**src/rtl/burst_colgen_pkg.sv**
```systemverilog
// Package: shared mode-register layout and burst-length decode.
// Assumes the mode word is {cas[2:0], order, blcode[2:0]}.
package burst_colgen_pkg;

    localparam int MODE_W = 7;

    typedef enum logic [2:0] {
        BLC_2    = 3'b001,
        BLC_4    = 3'b010,
        BLC_8    = 3'b011,
        BLC_PAGE = 3'b111
    } bl_code_e;

    typedef enum logic {
        ORD_SEQ   = 1'b0,
        ORD_INTLV = 1'b1
    } order_e;

    typedef struct packed {
        logic [2:0] cas;
        order_e     order;
        logic [2:0] blc;
    } mode_t;

    // True when the code names a defined burst length.
    function automatic logic bl_known(input logic [2:0] c);
        return (c == BLC_2) || (c == BLC_4) || (c == BLC_8) || (c == BLC_PAGE);
    endfunction

    // Number of wrapping address bits for a fixed-length code (undefined -> 1).
    function automatic logic [1:0] bl_log2(input logic [2:0] c);
        case (c)
            BLC_4:   return 2'd2;
            BLC_8:   return 2'd3;
            default: return 2'd1;
        endcase
    endfunction

endpackage

```
**src/rtl/bcg_mode_reg.sv**
```systemverilog
// Module: mode register. Holds burst length, order and CAS latency.
// Assumes writes come from a single strobe. The reset value selects 2 beats,
// sequential order, latency 2.
module bcg_mode_reg
    import burst_colgen_pkg::*;
#(
    parameter logic [2:0] CAS_RESET = 3'd2
) (
    input  logic              clk,
    input  logic              rst_n,
    input  logic              we,
    input  logic [MODE_W-1:0] wdata,
    output mode_t             mode_q,
    output logic [2:0]        cas_lat,
    output logic              bl_illegal
);

    // Register the mode word on a write.
    always_ff @(posedge clk) begin
        if (!rst_n) begin
            mode_q <= '{cas: CAS_RESET, order: ORD_SEQ, blc: BLC_2};
        end else if (we) begin
            mode_q <= mode_t'(wdata);
        end
    end

    // Export latency and the undefined-length flag.
    always_comb begin
        cas_lat    = mode_q.cas;
        bl_illegal = !bl_known(mode_q.blc);
    end


    mode_hold_chk: assert property (@(posedge clk) disable iff (!rst_n)
        !we |=> $stable(mode_q));

endmodule

```
**src/rtl/bcg_seq.sv**
```systemverilog
// Module: burst sequencer. Latches the start column and the burst settings,
// counts beats, and handles stop, restart and end of burst.
// Assumes COL_W >= 3, so that an 8-beat block fits in the column width.
module bcg_seq
    import burst_colgen_pkg::*;
#(
    parameter int COL_W = 8
) (
    input  logic             clk,
    input  logic             rst_n,
    input  mode_t            mode_q,
    input  logic             start,
    input  logic [COL_W-1:0] start_col,
    input  logic             advance,
    input  logic             stop,
    output logic             valid,
    output logic [COL_W-1:0] base,
    output logic [COL_W-1:0] beat,
    output logic [COL_W-1:0] mask,
    output logic             intlv,
    output logic             last
);

    localparam logic [COL_W-1:0] ONE = COL_W'(1);

    logic             page;
    logic             page_d;
    logic [COL_W-1:0] mask_d;

    // Decode the wrap mask for the burst about to start.
    always_comb begin
        page_d = (mode_q.blc == BLC_PAGE);
        if (page_d) mask_d = '1;
        else        mask_d = (ONE << bl_log2(mode_q.blc)) - ONE;
    end

    // Flag the final beat of a fixed-length burst.
    always_comb begin
        last = valid && !page && (beat == mask);
    end

    // Burst state: start wins over stop, and stop wins over advance.
    always_ff @(posedge clk) begin
        if (!rst_n) begin
            valid <= 1'b0;
            base  <= '0;
            beat  <= '0;
            mask  <= '0;
            intlv <= 1'b0;
            page  <= 1'b0;
        end else if (start) begin
            valid <= 1'b1;
            base  <= start_col;
            beat  <= '0;
            mask  <= mask_d;
            intlv <= (mode_q.order == ORD_INTLV) && !page_d;
            page  <= page_d;
        end else if (valid && stop) begin
            valid <= 1'b0;
        end else if (valid && advance) begin
            if (last) valid <= 1'b0;
            else      beat  <= beat + ONE;
        end
    end


    last_in_burst_chk: assert property (@(posedge clk) disable iff (!rst_n)
        last |-> valid);


    stop_ends_chk: assert property (@(posedge clk) disable iff (!rst_n)
        valid && stop && !start |=> !valid);


    hold_beat_chk: assert property (@(posedge clk) disable iff (!rst_n)
        valid && !advance && !stop && !start |=> valid && $stable(beat));


    page_no_last_chk: assert property (@(posedge clk) disable iff (!rst_n)
        valid && page |-> !last);

endmodule

```
**src/rtl/bcg_addr_map.sv**
```systemverilog
// Module: address mapper. Builds the beat address from the base column and
// the beat count. The bits under the mask follow the chosen order, and the
// bits above the mask stay as in the base.
// Assumes mask is a contiguous run of low ones.
module bcg_addr_map #(
    parameter int COL_W = 8
) (
    input  logic [COL_W-1:0] base,
    input  logic [COL_W-1:0] beat,
    input  logic [COL_W-1:0] mask,
    input  logic             intlv,
    output logic [COL_W-1:0] addr
);

    logic [COL_W-1:0] sum;

    // Sequential candidate: base plus beat, taken modulo the column width.
    always_comb begin
        sum = base + beat;
    end

    for (genvar i = 0; i < COL_W; i++) begin : g_bit
        // Select the wrapped bit, the XORed bit or the fixed base bit.
        always_comb begin
            if (!mask[i])   addr[i] = base[i];
            else if (intlv) addr[i] = base[i] ^ beat[i];
            else            addr[i] = sum[i];
        end
    end

endmodule

```
**src/rtl/burst_colgen.sv**
```systemverilog
// Module: burst column address generator (top). Connects the mode register,
// the sequencer and the address mapper.
// Assumes single-cycle start, advance and stop pulses in the clk domain.
module burst_colgen
    import burst_colgen_pkg::*;
#(
    parameter int COL_W = 8
) (
    input  logic              clk,
    input  logic              rst_n,
    input  logic              mode_we,
    input  logic [MODE_W-1:0] mode_wdata,
    input  logic              start,
    input  logic [COL_W-1:0]  start_col,
    input  logic              advance,
    input  logic              burst_stop,
    output logic [COL_W-1:0]  col_addr,
    output logic              col_valid,
    output logic              last_beat,
    output logic [2:0]        cas_lat,
    output logic              bl_illegal
);

    mode_t            mode_q;
    logic [COL_W-1:0] base, beat, mask;
    logic             intlv;

    bcg_mode_reg u_mode (
        .clk(clk), .rst_n(rst_n), .we(mode_we), .wdata(mode_wdata),
        .mode_q(mode_q), .cas_lat(cas_lat), .bl_illegal(bl_illegal)
    );

    bcg_seq #(.COL_W(COL_W)) u_seq (
        .clk(clk), .rst_n(rst_n), .mode_q(mode_q), .start(start),
        .start_col(start_col), .advance(advance), .stop(burst_stop),
        .valid(col_valid), .base(base), .beat(beat), .mask(mask),
        .intlv(intlv), .last(last_beat)
    );

    bcg_addr_map #(.COL_W(COL_W)) u_map (
        .base(base), .beat(beat), .mask(mask), .intlv(intlv), .addr(col_addr)
    );


    start_beat0_chk: assert property (@(posedge clk) disable iff (!rst_n)
        start |=> col_valid && (col_addr == $past(start_col)));


    restart_wins_chk: assert property (@(posedge clk) disable iff (!rst_n)
        start && burst_stop |=> col_valid);

endmodule

```
**config.mk**
```make
export PLATFORM = sky130hd
export DESIGN_NAME = burst_colgen
export DESIGN_NICKNAME = d
export VERILOG_FILES = /design/src/rtl/burst_colgen_pkg.sv /design/src/rtl/bcg_mode_reg.sv /design/src/rtl/bcg_seq.sv /design/src/rtl/bcg_addr_map.sv /design/src/rtl/burst_colgen.sv
export SDC_FILE = /design/constraint.sdc
export NUM_CORES = 1
export LEC_CHECK = 0
export BUFFER_PORTS_ARGS = -buffer_cell sky130_fd_sc_hd__buf_2
export CAP_MARGIN = 20
export CORE_ASPECT_RATIO = 1.4
export CORE_MARGIN = 2
export CORE_UTILIZATION = 40
export CTS_BUF_LIST = sky130_fd_sc_hd__clkbuf_2 sky130_fd_sc_hd__clkbuf_4 sky130_fd_sc_hd__clkbuf_8
export DETAILED_ROUTE_END_ITERATION = 16
export PLACE_DENSITY = 0.7
export RECOVER_POWER = 25
export SLEW_MARGIN = 15
export SYNTH_ARGS = -nofsm -noshare
export SYNTH_HDL_FRONTEND = slang
export SYNTH_SLANG_ARGS = --single-unit
```
**constraint.sdc**
```tcl
create_clock -name clk -period 3.25 [get_ports clk]
set_clock_uncertainty 0.05 [all_clocks]
set_input_delay 0.65 -clock clk [delete_from_list [all_inputs] [get_ports clk]]
set_output_delay 0.65 -clock clk [all_outputs]
set_load 0.02 [all_outputs]
```
==> results of run 1 <==
[metrics by stage]
| step | setup WS (ns) | instances | area (um2) |
|---|---|---|---|
| finish | 0.172 | 275 | 1980 |
| global route | 0.0742 | 275 | 1980 |
| CTS | 0.0869 | 275 | 1980 |
| detailed placement | 0.418 | 267 | 1890 |
| global placement | 0.460 | 267 | 1890 |
| floorplan | 0.717 | 197 | 1710 |
[cell families (layout without fill, tap and decap cells)]
logic type / after synthesis / after routing / share of synthesized area [%]
flops: 29 / 29 / 34.0
mux: 16 / 16 / 9.45
fa+ha+maj: 9 / 9 / 7.03
buf+inv: 19 / 52 / 4.98
xor+xnor: 11 / 11 / 5.64
simple gates: 74 / 74 / 23.7
compound gates: 39 / 39 / 15.2
[area by class of cell]
type                       instances  area, um2
inverter                           9       33.8
clock buffer                       5       68.8
clock inverter                     3       17.5
fill                             419       2190
timing repair buffer              35        175
sequential                        29        581
multi-input combinational        149       1050
tap                               45       56.3
[synthesized netlist by cell type, types with 3 or more instances]
cell type | instances | share of area (%)
a211oi_1 | 3 | 1.3
dfxtp_1 | 29 | 34
mux2i_1 | 15 | 8.8
ha_1 | 8 | 5.9
nand2_1 | 19 | 4.2
o21ai_0 | 7 | 2.1
a21oi_1 | 8 | 2.3
inv_1 | 9 | 2.0
nand4_1 | 4 | 1.5
nor2_1 | 12 | 2.6
nand3b_1 | 3 | 1.3
xor2_1 | 6 | 3.1
a21boi_0 | 4 | 1.8
nand3_1 | 6 | 1.8
clkbuf_1 | 4 | 0.88
buf_4 | 3 | 1.3
nor2b_1 | 17 | 6.2
xnor2_1 | 5 | 2.6
o211ai_1 | 3 | 1.3
[what timing repair did]
item	4_1_cts	5_1_grt
hold endpoints to repair	0	0
setup endpoints to repair	0	1
resized for setup	0	1
[flip-flops by register name, summed over array words and instances (netlist names)]
name            flops
u_seq.mask          3
u_seq.base          8
u_seq.intlv         1
u_mode.cas_lat      3
u_seq.page          1
u_seq.valid         1
u_seq.beat          8
u_mode.mode_q       4
[how the worst max path moves through the flow]
stage / from / to / slack, ns
6_report: u_seq.beat[0]$_SDFFE_PP0P_ / col_addr[6] / 0.17
5_1_grt: u_seq.beat[0]$_SDFFE_PP0P_ / col_addr[6] / 0.07
4_1_cts: u_seq.beat[0]$_SDFFE_PP0P_ / col_addr[6] / 0.09
3_5_place_dp: u_seq.beat[0]$_SDFFE_PP0P_ / col_addr[6] / 0.42
3_3_place_gp: u_seq.beat[0]$_SDFFE_PP0P_ / col_addr[6] / 0.46
2_1_floorplan: u_seq.beat[0]$_SDFFE_PP0P_ / col_addr[6] / 0.72
[power breakdown]
group / switching, mW / internal (mW) / total (mW)
Clock: 0.146 / 0.147 / 0.294
Combinational: 0.0608 / 0.0489 / 0.110
Sequential: 0.0128 / 0.370 / 0.383
[per-layer routing]
metal / up-vias / track usage (%)
met4: 0 / 7.05
met3: 8 / 4.78
li1: 751 / -
met1: 680 / 16.2
met5: - / 0
met2: 35 / 29.2
[worst max-delay path, stage by stage (launching register included)]
cell	delay, ns
dfxtp_1	0.44
ha_1	0.23
inv_1	0.07
fa_1	0.38
nor2b_1	0.13
o21ai_1	0.10
a211oi_2	0.26
o21ai_0	0.12
a31o_1	0.21
buf_2	0.15
==> impl_metrics.yaml, run 1 <==
logic_synthesis:
  ys_ff_latch: 29
  syn_nets: 227
  netlist_area_um2: 1710
  synthDistinctLibCells: 43
  syn-instance-count: 197
  ys_async_sr_fraction_pct: 0
  synth_edf_count: 0
  seq_area_frac_synth_pct: 34.0
  ys.flop_type: "dfxtp_1"
  syn_avg_cell_area_um2: 8.67
  yosysWarnings: 0
global_route:
  overflow: 0
  grt_pass1_wl_mm: 5.76
  antenna_found_initial: 0
  grt_pass1_vias: 1371
  grt_max_degree: 24
  grt_use_total_pct: 16.0
clock_network:
  root_buffer: "clkbuf_8"
  post_cts_buffers: 0
  h-tree-depth: 2
  clock_sinks: 29
  ctsHoldBuffers: 0
  path_clk_slew_ns: 0.07
  cts_tree: "yes"
  clock_latency_ns: 0.29
  clockBufferDepth: 2
  cts_buffers: 5
timing:
  tns_ns: 0
  slew_headroom_pct: 36.1
  finalMaxSlewViolations: 0
  timing.final.crit_share_pct: 94.7
  finalSetupViolCount: 0
  rsz0062_at_grt: "false"
  finalHoldViolCount: 0
  hold_slack_ns: 0.424
  period_needed_ns: 3.08
  tightest_slew_ns: 0.959
  fmax_mhz: 325
detailed_routing:
  postRouteWirelength_mm: 3.63
  route.detailed.wl_per_inst_um: 13.2
  highest_layer: "met4"
  dr_wl_met2_mm: 1.93
  wl_met3_um: 186
  detail-route-antenna-nets: 0
  drcViolationCount: 0
  met1_length_mm: 1.42
  first_iter_violations: 25
  dr.pass1.iters: 4
  viasPerCell: 5.36
  vias: 1474
layout:
  diodes: 0
  final_net_count: 259
  layout_common_cells: "buf_2, dfxtp_1, nand2_1"
  final_util_pct: 47.5
  syn2layout_area_growth_pct: 15.9
  final_common_cell: "buf_2"
  final_layout_size_suffix_gt1_share_pct: 20.9
critical_path:
  reg2reg_slack_ns: 1.65
  critPathRequiredTime_ns: 2.55
  reg2reg_to: "u_seq.beat[3]$_SDFFE_PP0P_"
  reg2regPathDepth: 5
  endpoint_kind: "output pin"
  worstReg2RegStart: "u_seq.beat[3]$_SDFFE_PP0P_"
  worstPathArrival_ns: 2.38
  crit_fanout: 5
  worstSetupPathType: "reg2out"
  crit_path_start_kind: "register"
placed_design:
  io_buffers: 34
  gp_congestion: 0.751
  dpl.hpwl_mm: 2.72
hold_path:
  min_delay_worst_endpoint: "u_mode.cas_lat[1]$_SDFFE_PN1P_"
  hp-start: "u_mode.cas_lat[1]$_SDFFE_PN1P_"
  whs_path_depth: 2
  hold_path.class: "reg2reg"
floorplanning:
  core-area_um2: 4170
  ios: 35
  die_area_um2: 4820
  initial_core_util_pct: 41.0
  die_x_um: 59.2
  row_count: 28
  fp.dieH_um: 81.3
power_and_ir_drop:
  powerDensity_nw_per_um2: 397
  p_leak_nw: 0.860
  vdd_drop_max_mv: 0.297
  power_mw: 0.786
run_status:
  status: "finished clean"
job:
  maxCapViolations: 0
Power figures use the tool's default switching activity.
==> run 2: changes to the inputs <==
CORE_ASPECT_RATIO = default   (was 1.4)
CTS_BUF_LIST = sky130_fd_sc_hd__clkbuf_16   (was sky130_fd_sc_hd__clkbuf_2 sky130_fd_sc_hd__clkbuf_4 sky130_fd_sc_hd__clkbuf_8)
SKIP_LAST_GASP = 1   (was default)
==> run 2 against run 1 <==
  * Critical endpoint unchanged
  * Flip-flop and latch count unchanged
  * Global-route usage is 0.57 points lower
  * Sequential power about the same
  * Cell area rose by 4.9%
  * Routed wire length shrank 1.8%
  * Via count shrank 1.7%
  * Clock power increased by 100%
  * Critical path type unchanged
==> impl_metrics.yaml, run 2 (synthesis gave the netlist of run 1 again) <==
layout:
  final_layout_size_suffix_gt1_share_pct: 20.1
  diodes: 0
  final_common_cell: "buf_2"
  stdcell_count: 279
  final_net_count: 258
  layout_common_cells: "buf_2, dfxtp_1, nand2_1"
  largest_registers: "u_seq.base (8), u_seq.beat (8), u_mode.mode_q (4)"
  final_util_pct: 51.2
  fin_area_um2: 2080
  syn2layout_area_growth_pct: 21.6
global_route:
  overflow: 0
  grt_pass1_vias: 1353
  grt_use_total_pct: 15.4
  grt_max_degree: 24
  grt_pass1_wl_mm: 6.01
  antenna_found_initial: 0
clock_network:
  ctsHoldBuffers: 0
  cts_tree: "yes"
  clock_sinks: 29
  clock_latency_ns: 0.28
  h-tree-depth: 2
  clockBufferDepth: 2
  root_buffer: "clkbuf_16"
  path_clk_slew_ns: 0.05
  cts_buffers: 5
  post_cts_buffers: 0
  cts_resized: 0
critical_path:
  cp_slowest_cell: "dfxtp_1"
  crit_path_start_kind: "register"
  reg2reg_slack_ns: 1.54
  worstReg2RegStart: "u_seq.page$_SDFFE_PN0P_"
  reg2regPathDepth: 5
  crit_fanout: 5
  worstPathCellList: "ha_1, inv_1, fa_1, nor2b_1, o21ai_1, a211oi_1, o21ai_0, a31o_1, buf_2"
  reg2reg_to: "u_seq.beat[3]$_SDFFE_PP0P_"
  max_stage_delay_ns: 0.41
  endpoint_kind: "output pin"
  critPathRequiredTime_ns: 2.55
  worstSetupPathType: "reg2out"
  worstPathArrival_ns: 2.33
timing:
  finalMaxSlewViolations: 0
  tightest_slew_ns: 1.01
  hold_slack_ns: 0.445
  fmax_mhz: 330
  period_needed_ns: 3.03
  rsz0062_at_grt: "false"
  tns_ns: 0
  fin_ws_ns: 0.218
  timing.final.crit_share_pct: 93.3
  finalHoldViolCount: 0
  finalSetupViolCount: 0
  slew_headroom_pct: 32.5
placed_design:
  gp_congestion: 0.792
  dp_cells: 271
  dpl.hpwl_mm: 2.60
  place_area_um2: 1890
  dpl_worst_slack_ns: 0.497
  io_buffers: 34
detailed_routing:
  route.detailed.wl_per_inst_um: 12.8
  first_iter_violations: 65
  viasPerCell: 5.19
  drcViolationCount: 0
  vias: 1449
  detail-route-antenna-nets: 0
  dr.pass1.iters: 4
  postRouteWirelength_mm: 3.56
run_status:
  status: "finished clean"
hold_path:
  min_delay_worst_endpoint: "u_mode.cas_lat[1]$_SDFFE_PN1P_"
  hp-start: "u_mode.cas_lat[1]$_SDFFE_PN1P_"
  whs_path_depth: 2
  hold_path.class: "reg2reg"
power_and_ir_drop:
  p_leak_nw: 0.904
  vdd_drop_max_mv: 0.317
  powerDensity_nw_per_um2: 524
  power_mw: 1.09
floorplanning:
  fp.dieH_um: 69.3
  initial_core_util_pct: 42.1
  ios: 35
  core-area_um2: 4060
  row_count: 23
  die_area_um2: 4810
  die_x_um: 69.3
job:
  maxCapViolations: 0
==> run 2: cell count changes in the layout (fill, tap and decap cells not counted) <==
cell	change
a211oi_2	-1
clkbuf_8	-5
clkbuf_16	+5
clkinvlp_4	-1
clkinv_2	-1
bufinv_16	+2
buf_4	-1
a211oi_1	+1
==> run 2: worst max path at each step <==
stage	cells past startpoint	slack (ns)	to	start
5_1_grt	9	0.03	col_addr[6]	u_seq.beat[0]$_SDFFE_PP0P_
3_5_place_dp	9	0.50	col_addr[6]	u_seq.beat[0]$_SDFFE_PP0P_
6_report	9	0.22	col_addr[6]	u_seq.beat[0]$_SDFFE_PP0P_
2_1_floorplan	8	0.72	col_addr[6]	u_seq.beat[0]$_SDFFE_PP0P_
3_3_place_gp	9	0.53	col_addr[6]	u_seq.beat[0]$_SDFFE_PP0P_
4_1_cts	9	0.19	col_addr[6]	u_seq.beat[0]$_SDFFE_PP0P_
==> run 2: area by class of cell <==
type                    count  area (um2)
repair buffers             34         168
multi-input cells         149        1040
fillers                   409        1980
clock inverters             3        65.1
well taps                  50        62.6
flip-flops and latches     29         581
inverters                   9        33.8
clock buffers               5         125
==> run 2: report_power, final <==
group / switching, mW / internal (mW)
Sequential: 0.0133 / 0.371
Clock: 0.157 / 0.437
Combinational: 0.0611 / 0.0489
==> run 2: routing by layer <==
layer	routed length, um	up-vias	track usage [%]
met5	0	-	0
li1	-	747	-
met1	1690	659	19.1
met2	1610	35	24.3
met3	197	8	5.38
met4	61	0	6.32
==> run 2: worst max-delay path, delay by kind of cell, from the launching register on <==
family | cells | cell delay, ns
AND/OR/NAND/NOR | 1 | 0.12
flip-flops | 1 | 0.41
buffers and inverters | 2 | 0.21
AO/OA/AOI/OAI | 4 | 0.69
adder cells (fa/ha/maj) | 2 | 0.61
==> run 3: changes to the inputs <==
ABC_AREA = 1   (was default)
==> run 3 against run 2 <==
  * Die area rose by 3.5%
  * Maximum frequency is 4.0% higher
  * Largest power group unchanged
  * Flip-flop and latch count did not move
  * Critical path depth shrank 1
  * Routed wire length rose by 16%
==> impl_metrics.yaml, run 3 <==
detailed_routing:
  viasPerCell: 4.96
  drcViolationCount: 0
  detail-route-antenna-nets: 0
  vias: 1767
  postRouteWirelength_mm: 4.11
  dr.pass1.iters: 4
  route.detailed.wl_per_inst_um: 11.6
  first_iter_violations: 96
logic_synthesis:
  seq_area_frac_synth_pct: 32.8
  synthDistinctLibCells: 30
  yosysMostFrequentCell: "nand2_1"
  syn-instance-count: 273
  synth_top_area_share_pct: 32.8
  synth_edf_count: 0
  netlist_area_um2: 1770
  yosys-top-cells-count: "nand2_1, nor2_1, inv_1"
  ys_async_sr_fraction_pct: 0
  ys_ff_latch: 29
  synth_area_leaders: "dfxtp_1, nand2_1, nor2_1"
  ys.flop_type: "dfxtp_1"
  yosysWarnings: 0
  syn_nets: 303
  synth_top_area_cell: "dfxtp_1"
  syn_avg_cell_area_um2: 6.49
placed_design:
  gp_congestion: 0.846
  dpl.hpwl_mm: 3.04
  io_buffers: 34
critical_path:
  critPathLaunch: "u_seq.beat[0]$_SDFFE_PP0P_"
  worst_path_dominant_cell_family: "adder cells"
  worstPathArrival_ns: 2.22
  worstReg2RegStart: "u_seq.page$_SDFFE_PN0P_"
  max_stage_delay_ns: 0.46
  worstSetupPathType: "reg2out"
  critPathRequiredTime_ns: 2.55
  endpoint_kind: "output pin"
  reg2reg_slack_ns: 1.51
  crit_path_start_kind: "register"
  cp_slowest_cell: "dfxtp_1"
  crit_fanout: 7
  crit_buf_inv: 2
  worstPathCellList: "ha_1, inv_1, fa_1, o21ai_0, nand2_1, xor2_1, o21ai_0, buf_2"
  path_common_cell: "o21ai_0"
timing:
  fmax_mhz: 343
  timing.final.crit_share_pct: 89.7
  finalHoldViolCount: 0
  tightest_slew_ns: 0.562
  rsz0062_at_grt: "false"
  period_needed_ns: 2.92
  finalSetupViolCount: 0
  slew_headroom_pct: 62.5
  tns_ns: 0
  finalMaxSlewViolations: 0
clock_network:
  h-tree-depth: 2
  cts_tree: "yes"
  clockBufferDepth: 2
  post_cts_buffers: 0
  ctsHoldBuffers: 0
  root_buffer: "clkbuf_16"
  cts_resized: 0
  path_clk_slew_ns: 0.05
  clock_latency_ns: 0.27
  clock_sinks: 29
  cts_buffers: 5
job:
  maxCapViolations: 0
global_route:
  antenna_found_initial: 0
  grt_pass1_wl_mm: 7.24
  overflow: 0
  grt_use_total_pct: 18.1
  grt_max_degree: 20
  grt_pass1_vias: 1710
layout:
  final_layout_size_suffix_gt1_share_pct: 14.5
  final_util_pct: 48.5
  largest_registers: "u_seq.base (8), u_seq.beat (8), u_mode.mode_q (4)"
  diodes: 0
  syn2layout_area_growth_pct: 18.3
  final_net_count: 334
  layout_common_cells: "nand2_1, nor2_1, inv_1"
  final_common_cell: "nand2_1"
floorplanning:
  row_count: 24
  die_x_um: 70.6
  die_area_um2: 4980
  initial_core_util_pct: 41.0
  core-area_um2: 4320
  ios: 35
  fp.dieH_um: 70.6
hold_path:
  hp-start: "u_mode.cas_lat[1]$_SDFFE_PN1P_"
  hold_path.class: "reg2reg"
power_and_ir_drop:
  p_leak_nw: 1.03
  vdd_drop_max_mv: 0.300
  powerDensity_nw_per_um2: 487
run_status:
  status: "finished clean"
-- run 3: cell types whose count changed in the layout (fill, tap and decap cells not counted), moves of 13 or more --
cell     delta
inv_1      +24
mux2i_1    -15
nand2_1    +53
nand3_1    +13
nor2_1     +26
nor2b_1    -17
o21ai_0    +13
-- run 3: cell type report --
| cell class | count | area (um2) |
|---|---|---|
| Multi-Input combinational cell | 198 | 985 |
| Timing Repair Buffer | 34 | 168 |
| Tap cell | 52 | 65.1 |
| Inverter | 36 | 138 |
| Sequential cell | 29 | 581 |
| Clock inverter | 2 | 35.0 |
| Fill cell | 474 | 2230 |
| Clock buffer | 5 | 125 |
-- run 3: worst reg2reg max path: cells and delay by family (launching register included) --
kind	cells	cell delay, ns
buffers and inverters	1	0.10
DFF	1	0.56
and+or+nand+nor	8	0.91
-- run 3: per-layer routing --
| layer | routed length (um) | track usage (%) | part of all wire (%) | vias up |
|---|---|---|---|---|
| met2 | 1910 | 29.9 | 46 | 30 |
| li1 | - | - | - | 940 |
| met4 | 67 | 8.18 | 1.6 | 0 |
| met1 | 1970 | 22.8 | 48 | 791 |
| met3 | 161 | 3.70 | 3.9 | 6 |
| met5 | 0 | 0 | 0 | - |
-- run 3: path summary, 6_finish.rpt --
check,end,cells after the start
max reg2reg,u_seq.beat[1]$_SDFFE_PP0P_,9
min,u_mode.cas_lat[1]$_SDFFE_PN1P_,2
min reg2reg,u_mode.cas_lat[1]$_SDFFE_PN1P_,2
max,col_addr[4],8
-- run 3: cell families (layout without fill, tap and decap cells) --
group                      Yosys count  after routing  synth area share [%]
AOI/OAI and AO/OA                   39             39                  11.8
xor gates and xnor gates             4              4                  1.98
adders and majority gates            9              9                  6.78
buffers and inverters               46             77                  11.7
DFF                                 29             29                  32.8
and+or+nand+nor                    146            146                  35.0
-- run 3: power by group --
group	internal, mW	switching, mW	total (mW)
Combinational	0.0458	0.0832	0.129
Clock	0.354	0.147	0.501
Sequential	0.375	0.0154	0.390
-- run 3: metrics by stage --
stage	power (mW)	hold slack (ns)	instance area, um2	std cells	setup slack (ns)
finish	1.02	0.402	2100	356	0.334
global route	1.06	0.453	2100	356	0.235
CTS	1.03	0.402	2100	356	0.337
detailed placement	0.526	0.389	1940	349	0.646
global placement	0.524	0.383	1940	349	0.660
floorplan	0.488	0.380	1770	273	0.654
